File: src/rtl/dmem_pkg.sv
`timescale 1ns/1ps
package dmem_pkg;
  localparam int DATA_W    = 16;
  localparam int REG_OFS_W = 8;

  typedef enum logic [1:0] {
    TGT_RAM  = 2'd0,
    TGT_ROM  = 2'd1,
    TGT_REG  = 2'd2,
    TGT_NONE = 2'd3
  } tgt_e;

  // register page offsets
  localparam logic [REG_OFS_W-1:0] OFS_XMEM_HI   = 8'h00;
  localparam logic [REG_OFS_W-1:0] OFS_XMEM_LO   = 8'h01;
  localparam logic [REG_OFS_W-1:0] OFS_LOC_ADDR  = 8'h02;
  localparam logic [REG_OFS_W-1:0] OFS_XFER_CTL  = 8'h03;
  localparam logic [REG_OFS_W-1:0] OFS_XFER_LEN  = 8'h04;
  localparam logic [REG_OFS_W-1:0] OFS_INBOX_HI  = 8'h08;
  localparam logic [REG_OFS_W-1:0] OFS_INBOX_LO  = 8'h09;
  localparam logic [REG_OFS_W-1:0] OFS_OUTBOX_HI = 8'h0A;
  localparam logic [REG_OFS_W-1:0] OFS_OUTBOX_LO = 8'h0B;
  localparam logic [REG_OFS_W-1:0] OFS_DOORBELL  = 8'h0C;
  localparam logic [REG_OFS_W-1:0] OFS_ACC_BASE  = 8'h10;
  localparam int                   ACC_REGS      = 11;
  localparam logic [REG_OFS_W-1:0] OFS_COEF_BASE = 8'h20;
  // 0x30 and 0x31 are reserved placeholders: writes accepted, no effect

  function automatic logic [DATA_W-1:0] swap_bytes(input logic [DATA_W-1:0] w);
    return {w[7:0], w[15:8]};
  endfunction
endpackage

File: src/rtl/dmem_addr_decode.sv
`timescale 1ns/1ps
module dmem_addr_decode
  import dmem_pkg::*;
#(
  parameter int ADDR_W      = 16,
  parameter int RAM_WORDS   = 1024,
  parameter int ROM_BASE    = 'h0800,
  parameter int ROM_WORDS   = 1024,
  parameter int PERIPH_BASE = 'hFF00,
  localparam int ROM_AW     = $clog2(ROM_WORDS)
) (
  input  logic [ADDR_W-1:0]    addr,
  output tgt_e                 tgt,
  output logic [REG_OFS_W-1:0] reg_ofs,
  output logic [ROM_AW-1:0]    rom_ofs
);
  localparam logic [ADDR_W:0]   RAM_TOP = (ADDR_W+1)'(RAM_WORDS);
  localparam logic [ADDR_W:0]   ROM_LO  = (ADDR_W+1)'(ROM_BASE);
  localparam logic [ADDR_W:0]   ROM_HI  = (ADDR_W+1)'(ROM_BASE + ROM_WORDS);
  localparam logic [ADDR_W:0]   REG_LO  = (ADDR_W+1)'(PERIPH_BASE);
  localparam logic [ADDR_W-1:0] PB      = ADDR_W'(PERIPH_BASE);
  localparam logic [ADDR_W-1:0] RB      = ADDR_W'(ROM_BASE);

  logic [ADDR_W:0] a_ext;
  assign a_ext = {1'b0, addr};

  // register page has priority, then RAM, then the ROM window
  always_comb begin
    if (a_ext >= REG_LO)                          tgt = TGT_REG;
    else if (a_ext < RAM_TOP)                     tgt = TGT_RAM;
    else if ((a_ext >= ROM_LO) && (a_ext < ROM_HI)) tgt = TGT_ROM;
    else                                          tgt = TGT_NONE;
  end

  assign reg_ofs = addr[REG_OFS_W-1:0] - PB[REG_OFS_W-1:0];
  assign rom_ofs = addr[ROM_AW-1:0] - RB[ROM_AW-1:0];
endmodule

File: src/rtl/dmem_xfer_regs.sv
`timescale 1ns/1ps
module dmem_xfer_regs
  import dmem_pkg::*;
#(
  parameter int XMEM_HI_W = 10
) (
  input  logic                      clk,
  input  logic                      rst_n,
  input  logic                      wr_en,
  input  logic [REG_OFS_W-1:0]      ofs,
  input  logic [DATA_W-1:0]         wdata,
  output logic [XMEM_HI_W+DATA_W-1:0] xmem_addr,
  output logic [DATA_W-1:0]         loc_addr,
  output logic [1:0]                ctrl,
  output logic [DATA_W-1:0]         len,
  output logic                      start,
  output logic [DATA_W-1:0]         rd_data
);
  logic [XMEM_HI_W-1:0] hi_q, hi_d;
  logic [DATA_W-1:0]    lo_q, lo_d, loc_q, loc_d, len_q, len_d;
  logic [1:0]           ctl_q, ctl_d;
  logic                 start_q, start_d;

  always_comb begin
    hi_d    = hi_q;
    lo_d    = lo_q;
    loc_d   = loc_q;
    ctl_d   = ctl_q;
    len_d   = len_q;
    start_d = 1'b0;
    if (wr_en) begin
      unique case (ofs)
        OFS_XMEM_HI:  hi_d  = wdata[XMEM_HI_W-1:0];
        OFS_XMEM_LO:  lo_d  = {wdata[DATA_W-1:2], 2'b00};
        OFS_LOC_ADDR: loc_d = {wdata[DATA_W-1:1], 1'b0};
        OFS_XFER_CTL: ctl_d = wdata[1:0];
        OFS_XFER_LEN: begin
          len_d   = {wdata[DATA_W-1:2], 2'b00};
          start_d = 1'b1;
        end
        default: ;
      endcase
    end
  end

  always_ff @(posedge clk or negedge rst_n) begin
    if (!rst_n) begin
      hi_q    <= '0;
      lo_q    <= '0;
      loc_q   <= '0;
      ctl_q   <= '0;
      len_q   <= '0;
      start_q <= 1'b0;
    end else begin
      hi_q    <= hi_d;
      lo_q    <= lo_d;
      loc_q   <= loc_d;
      ctl_q   <= ctl_d;
      len_q   <= len_d;
      start_q <= start_d;
    end
  end

  always_comb begin
    rd_data = '0;
    unique case (ofs)
      OFS_XMEM_HI:  rd_data = DATA_W'(hi_q);
      OFS_XMEM_LO:  rd_data = lo_q;
      OFS_LOC_ADDR: rd_data = loc_q;
      OFS_XFER_CTL: rd_data = DATA_W'(ctl_q);
      OFS_XFER_LEN: rd_data = len_q;
      default: ;
    endcase
  end

  assign xmem_addr = {hi_q, lo_q};
  assign loc_addr  = loc_q;
  assign ctrl      = ctl_q;
  assign len       = len_q;
  assign start     = start_q;
endmodule

File: src/rtl/dmem_mbox_irq.sv
`timescale 1ns/1ps
module dmem_mbox_irq
  import dmem_pkg::*;
(
  input  logic                 clk,
  input  logic                 rst_n,
  input  logic                 wr_en,
  input  logic [REG_OFS_W-1:0] ofs,
  input  logic [DATA_W-1:0]    wdata,
  input  logic [DATA_W-1:0]    in_hi,
  input  logic [DATA_W-1:0]    in_lo,
  input  logic                 irq_pending,
  output logic [DATA_W-1:0]    out_hi,
  output logic [DATA_W-1:0]    out_lo,
  output logic                 irq_pulse,
  output logic                 bad_write,
  output logic [DATA_W-1:0]    rd_data
);
  logic [DATA_W-1:0] hi_q, hi_d, lo_q, lo_d;
  logic              irq_q, irq_d;

  always_comb begin
    hi_d      = hi_q;
    lo_d      = lo_q;
    irq_d     = 1'b0;
    bad_write = 1'b0;
    if (wr_en) begin
      unique case (ofs)
        OFS_OUTBOX_HI: hi_d = wdata;
        OFS_OUTBOX_LO: lo_d = wdata;
        OFS_DOORBELL:  irq_d = wdata[0];
        OFS_INBOX_HI,
        OFS_INBOX_LO:  bad_write = 1'b1;
        default: ;
      endcase
    end
  end

  always_ff @(posedge clk or negedge rst_n) begin
    if (!rst_n) begin
      hi_q  <= '0;
      lo_q  <= '0;
      irq_q <= 1'b0;
    end else begin
      hi_q  <= hi_d;
      lo_q  <= lo_d;
      irq_q <= irq_d;
    end
  end

  always_comb begin
    rd_data = '0;
    unique case (ofs)
      OFS_INBOX_HI:  rd_data = in_hi;
      OFS_INBOX_LO:  rd_data = in_lo;
      OFS_OUTBOX_HI: rd_data = hi_q;
      OFS_OUTBOX_LO: rd_data = lo_q;
      OFS_DOORBELL:  rd_data = DATA_W'(irq_pending);
      default: ;
    endcase
  end

  assign out_hi    = hi_q;
  assign out_lo    = lo_q;
  assign irq_pulse = irq_q;
endmodule

File: src/rtl/dmem_accel_regs.sv
`timescale 1ns/1ps
module dmem_accel_regs
  import dmem_pkg::*;
#(
  parameter int NUM_COEF = 16
) (
  input  logic                       clk,
  input  logic                       rst_n,
  input  logic                       wr_en,
  input  logic [REG_OFS_W-1:0]       ofs,
  input  logic [DATA_W-1:0]          wdata,
  output logic [2*DATA_W-1:0]        acc_begin,
  output logic [2*DATA_W-1:0]        acc_end,
  output logic [2*DATA_W-1:0]        acc_cur,
  output logic [DATA_W-1:0]          acc_fmt,
  output logic [DATA_W-1:0]          acc_pred,
  output logic [DATA_W-1:0]          acc_hist1,
  output logic [DATA_W-1:0]          acc_hist2,
  output logic [DATA_W-1:0]          acc_gain,
  output logic [NUM_COEF*DATA_W-1:0] coef_flat,
  output logic [DATA_W-1:0]          rd_data
);
  logic [DATA_W-1:0]   acc_q  [ACC_REGS];
  logic [DATA_W-1:0]   acc_d  [ACC_REGS];
  logic [DATA_W-1:0]   coef_q [NUM_COEF];
  logic [DATA_W-1:0]   coef_d [NUM_COEF];
  logic [ACC_REGS-1:0] acc_hit;
  logic [NUM_COEF-1:0] coef_hit;

  // one write strobe per register, each decoded at its own offset
  for (genvar i = 0; i < ACC_REGS; i++) begin : g_acc_hit
    assign acc_hit[i] = wr_en && (ofs == OFS_ACC_BASE + REG_OFS_W'(i));
  end
  for (genvar k = 0; k < NUM_COEF; k++) begin : g_coef_hit
    assign coef_hit[k] = wr_en && (ofs == OFS_COEF_BASE + REG_OFS_W'(k));
    assign coef_flat[k*DATA_W +: DATA_W] = coef_q[k];
  end

  always_comb begin
    for (int i = 0; i < ACC_REGS; i++) acc_d[i] = acc_hit[i] ? wdata : acc_q[i];
    for (int k = 0; k < NUM_COEF; k++) coef_d[k] = coef_hit[k] ? wdata : coef_q[k];
  end

  always_ff @(posedge clk or negedge rst_n) begin
    if (!rst_n) begin
      for (int i = 0; i < ACC_REGS; i++) acc_q[i] <= '0;
      for (int k = 0; k < NUM_COEF; k++) coef_q[k] <= '0;
    end else begin
      for (int i = 0; i < ACC_REGS; i++) acc_q[i] <= acc_d[i];
      for (int k = 0; k < NUM_COEF; k++) coef_q[k] <= coef_d[k];
    end
  end

  // coefficients are write-only from the bus; only the accelerator state reads back
  always_comb begin
    rd_data = '0;
    for (int i = 0; i < ACC_REGS; i++) begin
      if (ofs == OFS_ACC_BASE + REG_OFS_W'(i)) rd_data = acc_q[i];
    end
  end

  assign acc_begin = {acc_q[0], acc_q[1]};
  assign acc_end   = {acc_q[2], acc_q[3]};
  assign acc_cur   = {acc_q[4], acc_q[5]};
  assign acc_fmt   = acc_q[6];
  assign acc_pred  = acc_q[7];
  assign acc_hist1 = acc_q[8];
  assign acc_hist2 = acc_q[9];
  assign acc_gain  = acc_q[10];
endmodule

File: src/rtl/dsp_dmem_decoder.sv
`timescale 1ns/1ps
module dsp_dmem_decoder
  import dmem_pkg::*;
#(
  parameter int RAM_WORDS   = 1024,
  parameter int ROM_BASE    = 'h0800,
  parameter int ROM_WORDS   = 1024,
  parameter int PERIPH_BASE = 'hFF00,
  parameter int XMEM_HI_W   = 10,
  parameter int NUM_COEF    = 16,
  localparam int ADDR_W     = 16,
  localparam int RAM_AW     = $clog2(RAM_WORDS),
  localparam int ROM_AW     = $clog2(ROM_WORDS)
) (
  input  logic                       clk,
  input  logic                       rst_n,
  input  logic                       req_valid,
  input  logic                       req_we,
  input  logic [ADDR_W-1:0]          req_addr,
  input  logic [DATA_W-1:0]          req_wdata,
  output logic                       rd_valid,
  output logic [DATA_W-1:0]          rd_data,
  output logic                       ram_en,
  output logic                       ram_we,
  output logic [RAM_AW-1:0]          ram_addr,
  output logic [DATA_W-1:0]          ram_wdata,
  input  logic [DATA_W-1:0]          ram_rdata,
  output logic                       rom_en,
  output logic [ROM_AW-1:0]          rom_addr,
  input  logic [DATA_W-1:0]          rom_rdata,
  input  logic [DATA_W-1:0]          cpu_mbox_hi,
  input  logic [DATA_W-1:0]          cpu_mbox_lo,
  input  logic                       cpu_irq_pending,
  output logic [DATA_W-1:0]          dsp_mbox_hi,
  output logic [DATA_W-1:0]          dsp_mbox_lo,
  output logic                       cpu_irq_pulse,
  output logic                       dma_start,
  output logic [XMEM_HI_W+DATA_W-1:0] dma_xmem_addr,
  output logic [DATA_W-1:0]          dma_loc_addr,
  output logic [1:0]                 dma_ctrl,
  output logic [DATA_W-1:0]          dma_len,
  output logic [2*DATA_W-1:0]        acc_begin,
  output logic [2*DATA_W-1:0]        acc_end,
  output logic [2*DATA_W-1:0]        acc_cur,
  output logic [DATA_W-1:0]          acc_fmt,
  output logic [DATA_W-1:0]          acc_pred,
  output logic [DATA_W-1:0]          acc_hist1,
  output logic [DATA_W-1:0]          acc_hist2,
  output logic [DATA_W-1:0]          acc_gain,
  output logic [NUM_COEF*DATA_W-1:0] coef_flat,
  output logic                       illegal_pulse
);
  // reset: asserted asynchronously, released through two flops
  logic [1:0] rst_sync_q;
  logic       rst_ni;
  always_ff @(posedge clk or negedge rst_n) begin
    if (!rst_n) rst_sync_q <= 2'b00;
    else        rst_sync_q <= {rst_sync_q[0], 1'b1};
  end
  assign rst_ni = rst_sync_q[1];

  tgt_e                 tgt;
  logic [REG_OFS_W-1:0] reg_ofs;
  logic [ROM_AW-1:0]    rom_ofs;

  dmem_addr_decode #(
    .ADDR_W(ADDR_W), .RAM_WORDS(RAM_WORDS), .ROM_BASE(ROM_BASE),
    .ROM_WORDS(ROM_WORDS), .PERIPH_BASE(PERIPH_BASE)
  ) u_dec (
    .addr(req_addr), .tgt(tgt), .reg_ofs(reg_ofs), .rom_ofs(rom_ofs)
  );

  logic reg_wr, rd_req, mbox_bad;
  logic [DATA_W-1:0] xfer_rd, mbox_rd, acc_rd, reg_rd;

  assign rd_req = req_valid && !req_we;
  assign reg_wr = req_valid && req_we && (tgt == TGT_REG);

  // memory-side strobes
  assign ram_en    = req_valid && (tgt == TGT_RAM);
  assign ram_we    = ram_en && req_we;
  assign ram_addr  = req_addr[RAM_AW-1:0];
  assign ram_wdata = swap_bytes(req_wdata);
  assign rom_en    = rd_req && (tgt == TGT_ROM);
  assign rom_addr  = rom_ofs;

  dmem_xfer_regs #(.XMEM_HI_W(XMEM_HI_W)) u_xfer (
    .clk(clk), .rst_n(rst_ni), .wr_en(reg_wr), .ofs(reg_ofs), .wdata(req_wdata),
    .xmem_addr(dma_xmem_addr), .loc_addr(dma_loc_addr), .ctrl(dma_ctrl),
    .len(dma_len), .start(dma_start), .rd_data(xfer_rd)
  );

  dmem_mbox_irq u_mbox (
    .clk(clk), .rst_n(rst_ni), .wr_en(reg_wr), .ofs(reg_ofs), .wdata(req_wdata),
    .in_hi(cpu_mbox_hi), .in_lo(cpu_mbox_lo), .irq_pending(cpu_irq_pending),
    .out_hi(dsp_mbox_hi), .out_lo(dsp_mbox_lo), .irq_pulse(cpu_irq_pulse),
    .bad_write(mbox_bad), .rd_data(mbox_rd)
  );

  dmem_accel_regs #(.NUM_COEF(NUM_COEF)) u_acc (
    .clk(clk), .rst_n(rst_ni), .wr_en(reg_wr), .ofs(reg_ofs), .wdata(req_wdata),
    .acc_begin(acc_begin), .acc_end(acc_end), .acc_cur(acc_cur),
    .acc_fmt(acc_fmt), .acc_pred(acc_pred), .acc_hist1(acc_hist1),
    .acc_hist2(acc_hist2), .acc_gain(acc_gain), .coef_flat(coef_flat),
    .rd_data(acc_rd)
  );

  // unknown offsets return zero from every group, so OR is the merge
  assign reg_rd = xfer_rd | mbox_rd | acc_rd;

  logic              illegal_d;
  logic              rd_valid_q, illegal_q;
  tgt_e              src_q, src_d;
  logic [DATA_W-1:0] reg_rd_q, reg_rd_d;

  always_comb begin
    illegal_d = req_valid && req_we &&
                ((tgt == TGT_ROM) || (tgt == TGT_NONE) || ((tgt == TGT_REG) && mbox_bad));
    src_d     = rd_req ? tgt : src_q;
    reg_rd_d  = (rd_req && (tgt == TGT_REG)) ? reg_rd : reg_rd_q;
  end

  always_ff @(posedge clk or negedge rst_ni) begin
    if (!rst_ni) begin
      rd_valid_q <= 1'b0;
      illegal_q  <= 1'b0;
      src_q      <= TGT_NONE;
      reg_rd_q   <= '0;
    end else begin
      rd_valid_q <= rd_req;
      illegal_q  <= illegal_d;
      src_q      <= src_d;
      reg_rd_q   <= reg_rd_d;
    end
  end

  always_comb begin
    unique case (src_q)
      TGT_RAM: rd_data = swap_bytes(ram_rdata);
      TGT_ROM: rd_data = swap_bytes(rom_rdata);
      TGT_REG: rd_data = reg_rd_q;
      default: rd_data = '1;
    endcase
  end

  assign rd_valid      = rd_valid_q;
  assign illegal_pulse = illegal_q;
endmodule

File: config.mk
export PLATFORM = sky130hd
export DESIGN_NAME = dsp_dmem_decoder
export DESIGN_NICKNAME = d
export VERILOG_FILES = /design/src/rtl/dmem_pkg.sv /design/src/rtl/dmem_addr_decode.sv /design/src/rtl/dmem_xfer_regs.sv /design/src/rtl/dmem_mbox_irq.sv /design/src/rtl/dmem_accel_regs.sv /design/src/rtl/dsp_dmem_decoder.sv
export SDC_FILE = /design/constraint.sdc
export NUM_CORES = 1
export LEC_CHECK = 0
export ABC_AREA = 1
export BUFFER_PORTS_ARGS = -buffer_cell sky130_fd_sc_hd__buf_2
export CAP_MARGIN = 5
export CELL_PAD_IN_SITES_DETAIL_PLACEMENT = 2
export CELL_PAD_IN_SITES_GLOBAL_PLACEMENT = 2
export CORE_UTILIZATION = 30
export DETAILED_ROUTE_END_ITERATION = 10
export PLACE_DENSITY_LB_ADDON = 0.1
export SYNTH_ARGS = -nofsm -noshare
export SYNTH_HDL_FRONTEND = slang
export SYNTH_SLANG_ARGS = --single-unit
export TNS_END_PERCENT = 20
File: constraint.sdc
create_clock -name clk -period 19 [get_ports clk]
set_input_delay 3.8 -clock clk [delete_from_list [all_inputs] [get_ports clk]]
set_output_delay 3.8 -clock clk [all_outputs]
set_load 0.01 [all_outputs]
==> results.md <==
- First-pass GRT wire length: 165,000 um
- Critical-path cell list: buf_2 -> nor3_1 -> nand3_1 -> or2_2 -> nor2_1 -> buf_2
- Multi-input gate area: 7680 um^2
- Placed cells: 4,074
- Die Area: 77,300 um^2
- Simple-gate area share of the yosys netlist: 20.1%
- Actual slew at the worst max-slew pin: 1320 ps
- Layout cell share with drive strength beyond 1: 27.7%
- CP Buf/Inv Count: 2
- Initial antenna violation count: 3
- Clk_skew: 18.6 ps
- Post-Synth Adder-Cell Area: 0%
- Tcrit/Tclk final: 46.2%
- Crit path time final: 8780 ps
- Hpwl dp: 81,800 um
- Die Wd: 278 um
- Worst hold path class: reg -> reg
- Met2 Wirelength: 57,800 um
- Max layer used: met4
- Hold Fails Final Rpt: 0
- Worst skew pair latency: 620 ps
- Design area: 28,800 um^2
- CTS tree: built
- Most common cell on crit path: buf_2
- Clock transition at the registers of the reported paths: 50 ps
- Routed Wire Length: 115,000 um
- Register bit count reported by yosys: 543
- Vias/cell: 5.05
- Gr usage total: 29.5%
- Peak supply drop: 0.0463 mV
- Most frequent cells in the layout: 744 x nand2_1, 678 x buf_2, 540 x dfrtp_1
- Max-cap viol count: 0
- Mapped cell area: 22,900 um^2
- Cells after Synth: 2,608
- Placed Area: 26,700 um^2
- DR DRC count: 0
- Synth Area in XOR/XNOR: 0%
- Max Freq: 0.114 GHz
- Post-synthesis mux area share: 0.148%
- Worst EP arrival: 4980 ps
- Yosys cell types: 31
- Clock sinks: 543
- PwrDens: 89.1 nW/um^2
- CTS buffer count: 68
- Core Footprint: 74,900 um^2
- Worst EP required: 15,200 ps
- CP Class: in -> out
- DRT iter0 DRCs: 1,284
- Overflow after GRT: 0
- Max stage delay on crit path: 350 ps
- Synth warn: 0
- CTS Hold Bufs: 0
- Setup TNS: 0 ps
- Slew HR: 12.0%
- First-pass DRT Iterations: 5
- Layout net count: 3,276
- Critical path's top delay family: simple AND/OR/NAND/NOR gates
- Post_cts resized: 0
- Routed wire length per instance: 27.3 um
- Core Rows: 100
- Maximum buffer depth of the clock tree: 3
- Area fraction in compound gates after synthesis: 13.1%
- Vias: 21,189
- Final Wtd Congestion: 0.895
- Status: completed
- Clock Root Buffer: clkbuf_16
- Initial Util: 30.5%
- Max Slew Vio Count: 0
- PortBufs: 678
- RSZ-0062 raised after global routing: no
- Routed Antenna Nets: 0
- Pleak: 15.0 nW
- CP max-delay cell: or2_2
- H-tree lvl count: 3
- DRT met1 WL: 46,200 um
- Floorplan die height: 278 um
- Crit Path Max Fanout: 4
- Layout area overhead: 26.1%
- Syn_area_per_cell: 8.77 um^2
- Final setup viols: 0
- CP Launch Type: input port
- Worst setup margin: 10,220 ps
- FILL cells: 8,456
- Finished Layout Cells: 4,196
- Setup crit end kind: primary output
- Setup Buffers After CTS: 0
- Vias in the first global route: 22,861
- Storage cell area: 13,600 um^2
- Seq/Total Area, Yosys: 59.4%
- Number of I/O pins: 684
- Largest net degree at the start of global routing: 72
- Largest family of logic cells by synthesized area: simple AND/OR/NAND/NOR gates
- Leading cell type in the layout, fill and taps excluded: nand2_1
- Metal3 WL: 6720 um
- Pre-CTS setup slack: 10,200 ps
metrics by stage:
stage / total power [mW] / hold slack (ps) / utilization (%)
global route: 2.65 / 373 / 38.5
global placement: 1.31 / 339 / 35.6
detailed placement: 1.31 / 348 / 35.6
CTS: 2.60 / 361 / 38.5
finish: 2.57 / 361 / 38.5
floorplan: 1.24 / 331 / -
final timing paths:
| check | startpoint | slack, ps | endpoint | cells after the start |
|---|---|---|---|---|
| min in group asynchronous | rst_sync_q[1]$_DFF_PN0_ | 450 | u_acc.coef_flat[159]$_DFFE_PN0P_ | 0 |
| min reg2reg | rst_sync_q[0]$_DFF_PN0_ | 360 | rst_sync_q[1]$_DFF_PN0_ | 0 |
| max | req_addr[12] | 10220 | ram_en | 6 |
| min | rst_sync_q[0]$_DFF_PN0_ | 360 | rst_sync_q[1]$_DFF_PN0_ | 0 |
| max reg2reg | rst_sync_q[1]$_DFF_PN0_ | 14700 | u_acc.acc_pred[2]$_DFFE_PN0P_ | 4 |
| max in group asynchronous | rst_sync_q[1]$_DFF_PN0_ | 14700 | u_acc.acc_pred[2]$_DFFE_PN0P_ | 4 |
worst reg2reg max path: cells and delay by family, from the launching register on:
kind     cells  cell delay [ps]
flops        1             1000
buf+inv      4             3240
cell usage after synthesis (all sizes together):
cell	instances	area [um^2]
nand3b	2	15.0
nand3	81	415
a21oi	80	400
mux2	3	33.8
dfrtp	541	13500
o21ai	496	2480
buf	96	604
nor3	9	60.1
dfstp	2	52.6
nor3b	2	15.0
a221o	1	10.0
o2bb2ai	1	8.76
or2	16	100
nand2	759	2890
o211ai	9	67.6
nand4	46	288
o22ai	6	37.5
nor2	184	826
conb	2	7.51
inv	160	601
clkbuf	112	420
metal layers:
layer,up-vias,global-route usage (%)
met5,-,0
met4,0,10.6
met3,161,7.19
met2,584,51.5
met1,10925,34.9
li1,9519,-
cell type report:
cell class / count / share of cell area (%)
clock inverters: 18 / 0.581
flip-flops and latches: 543 / 47.1
clock buffers: 100 / 6.98
repair buffers: 701 / 12.4
well taps: 969 / 4.20
multi-input cells: 1701 / 26.6
inverters: 160 / 2.08
diodes: 4 / 0.0347
flip-flops by register name, indices dropped and copies added (netlist names), 2 cells and up:
signal / cells
reg_rd_q: 16
rst_sync_q: 2
src_q: 2
u_acc.acc_begin: 32
u_acc.acc_cur: 32
u_acc.acc_end: 32
u_acc.acc_fmt: 16
u_acc.acc_gain: 16
u_acc.acc_hist1: 16
u_acc.acc_hist2: 16
u_acc.acc_pred: 16
u_acc.coef_flat: 256
u_mbox.out_hi: 16
u_mbox.out_lo: 16
u_xfer.ctrl: 2
u_xfer.hi_q: 10
u_xfer.len: 14
u_xfer.lo_q: 14
u_xfer.loc_addr: 15
kinds of logic after synthesis:
kind of cell	after synthesis
AO/OA/AOI/OAI	593
buffers and inverters	368
flip-flops	543
multiplexers	3
other	2
AND/OR/NAND/NOR	1099
power by group:
group | internal (mW) | switching (mW)
Combinational | 0.0248 | 0.0932
Clock | 0.739 | 0.546
Sequential | 1.16 | 0.00602
Total | 1.92 | 0.646
Power figures use the tool's default switching activity.
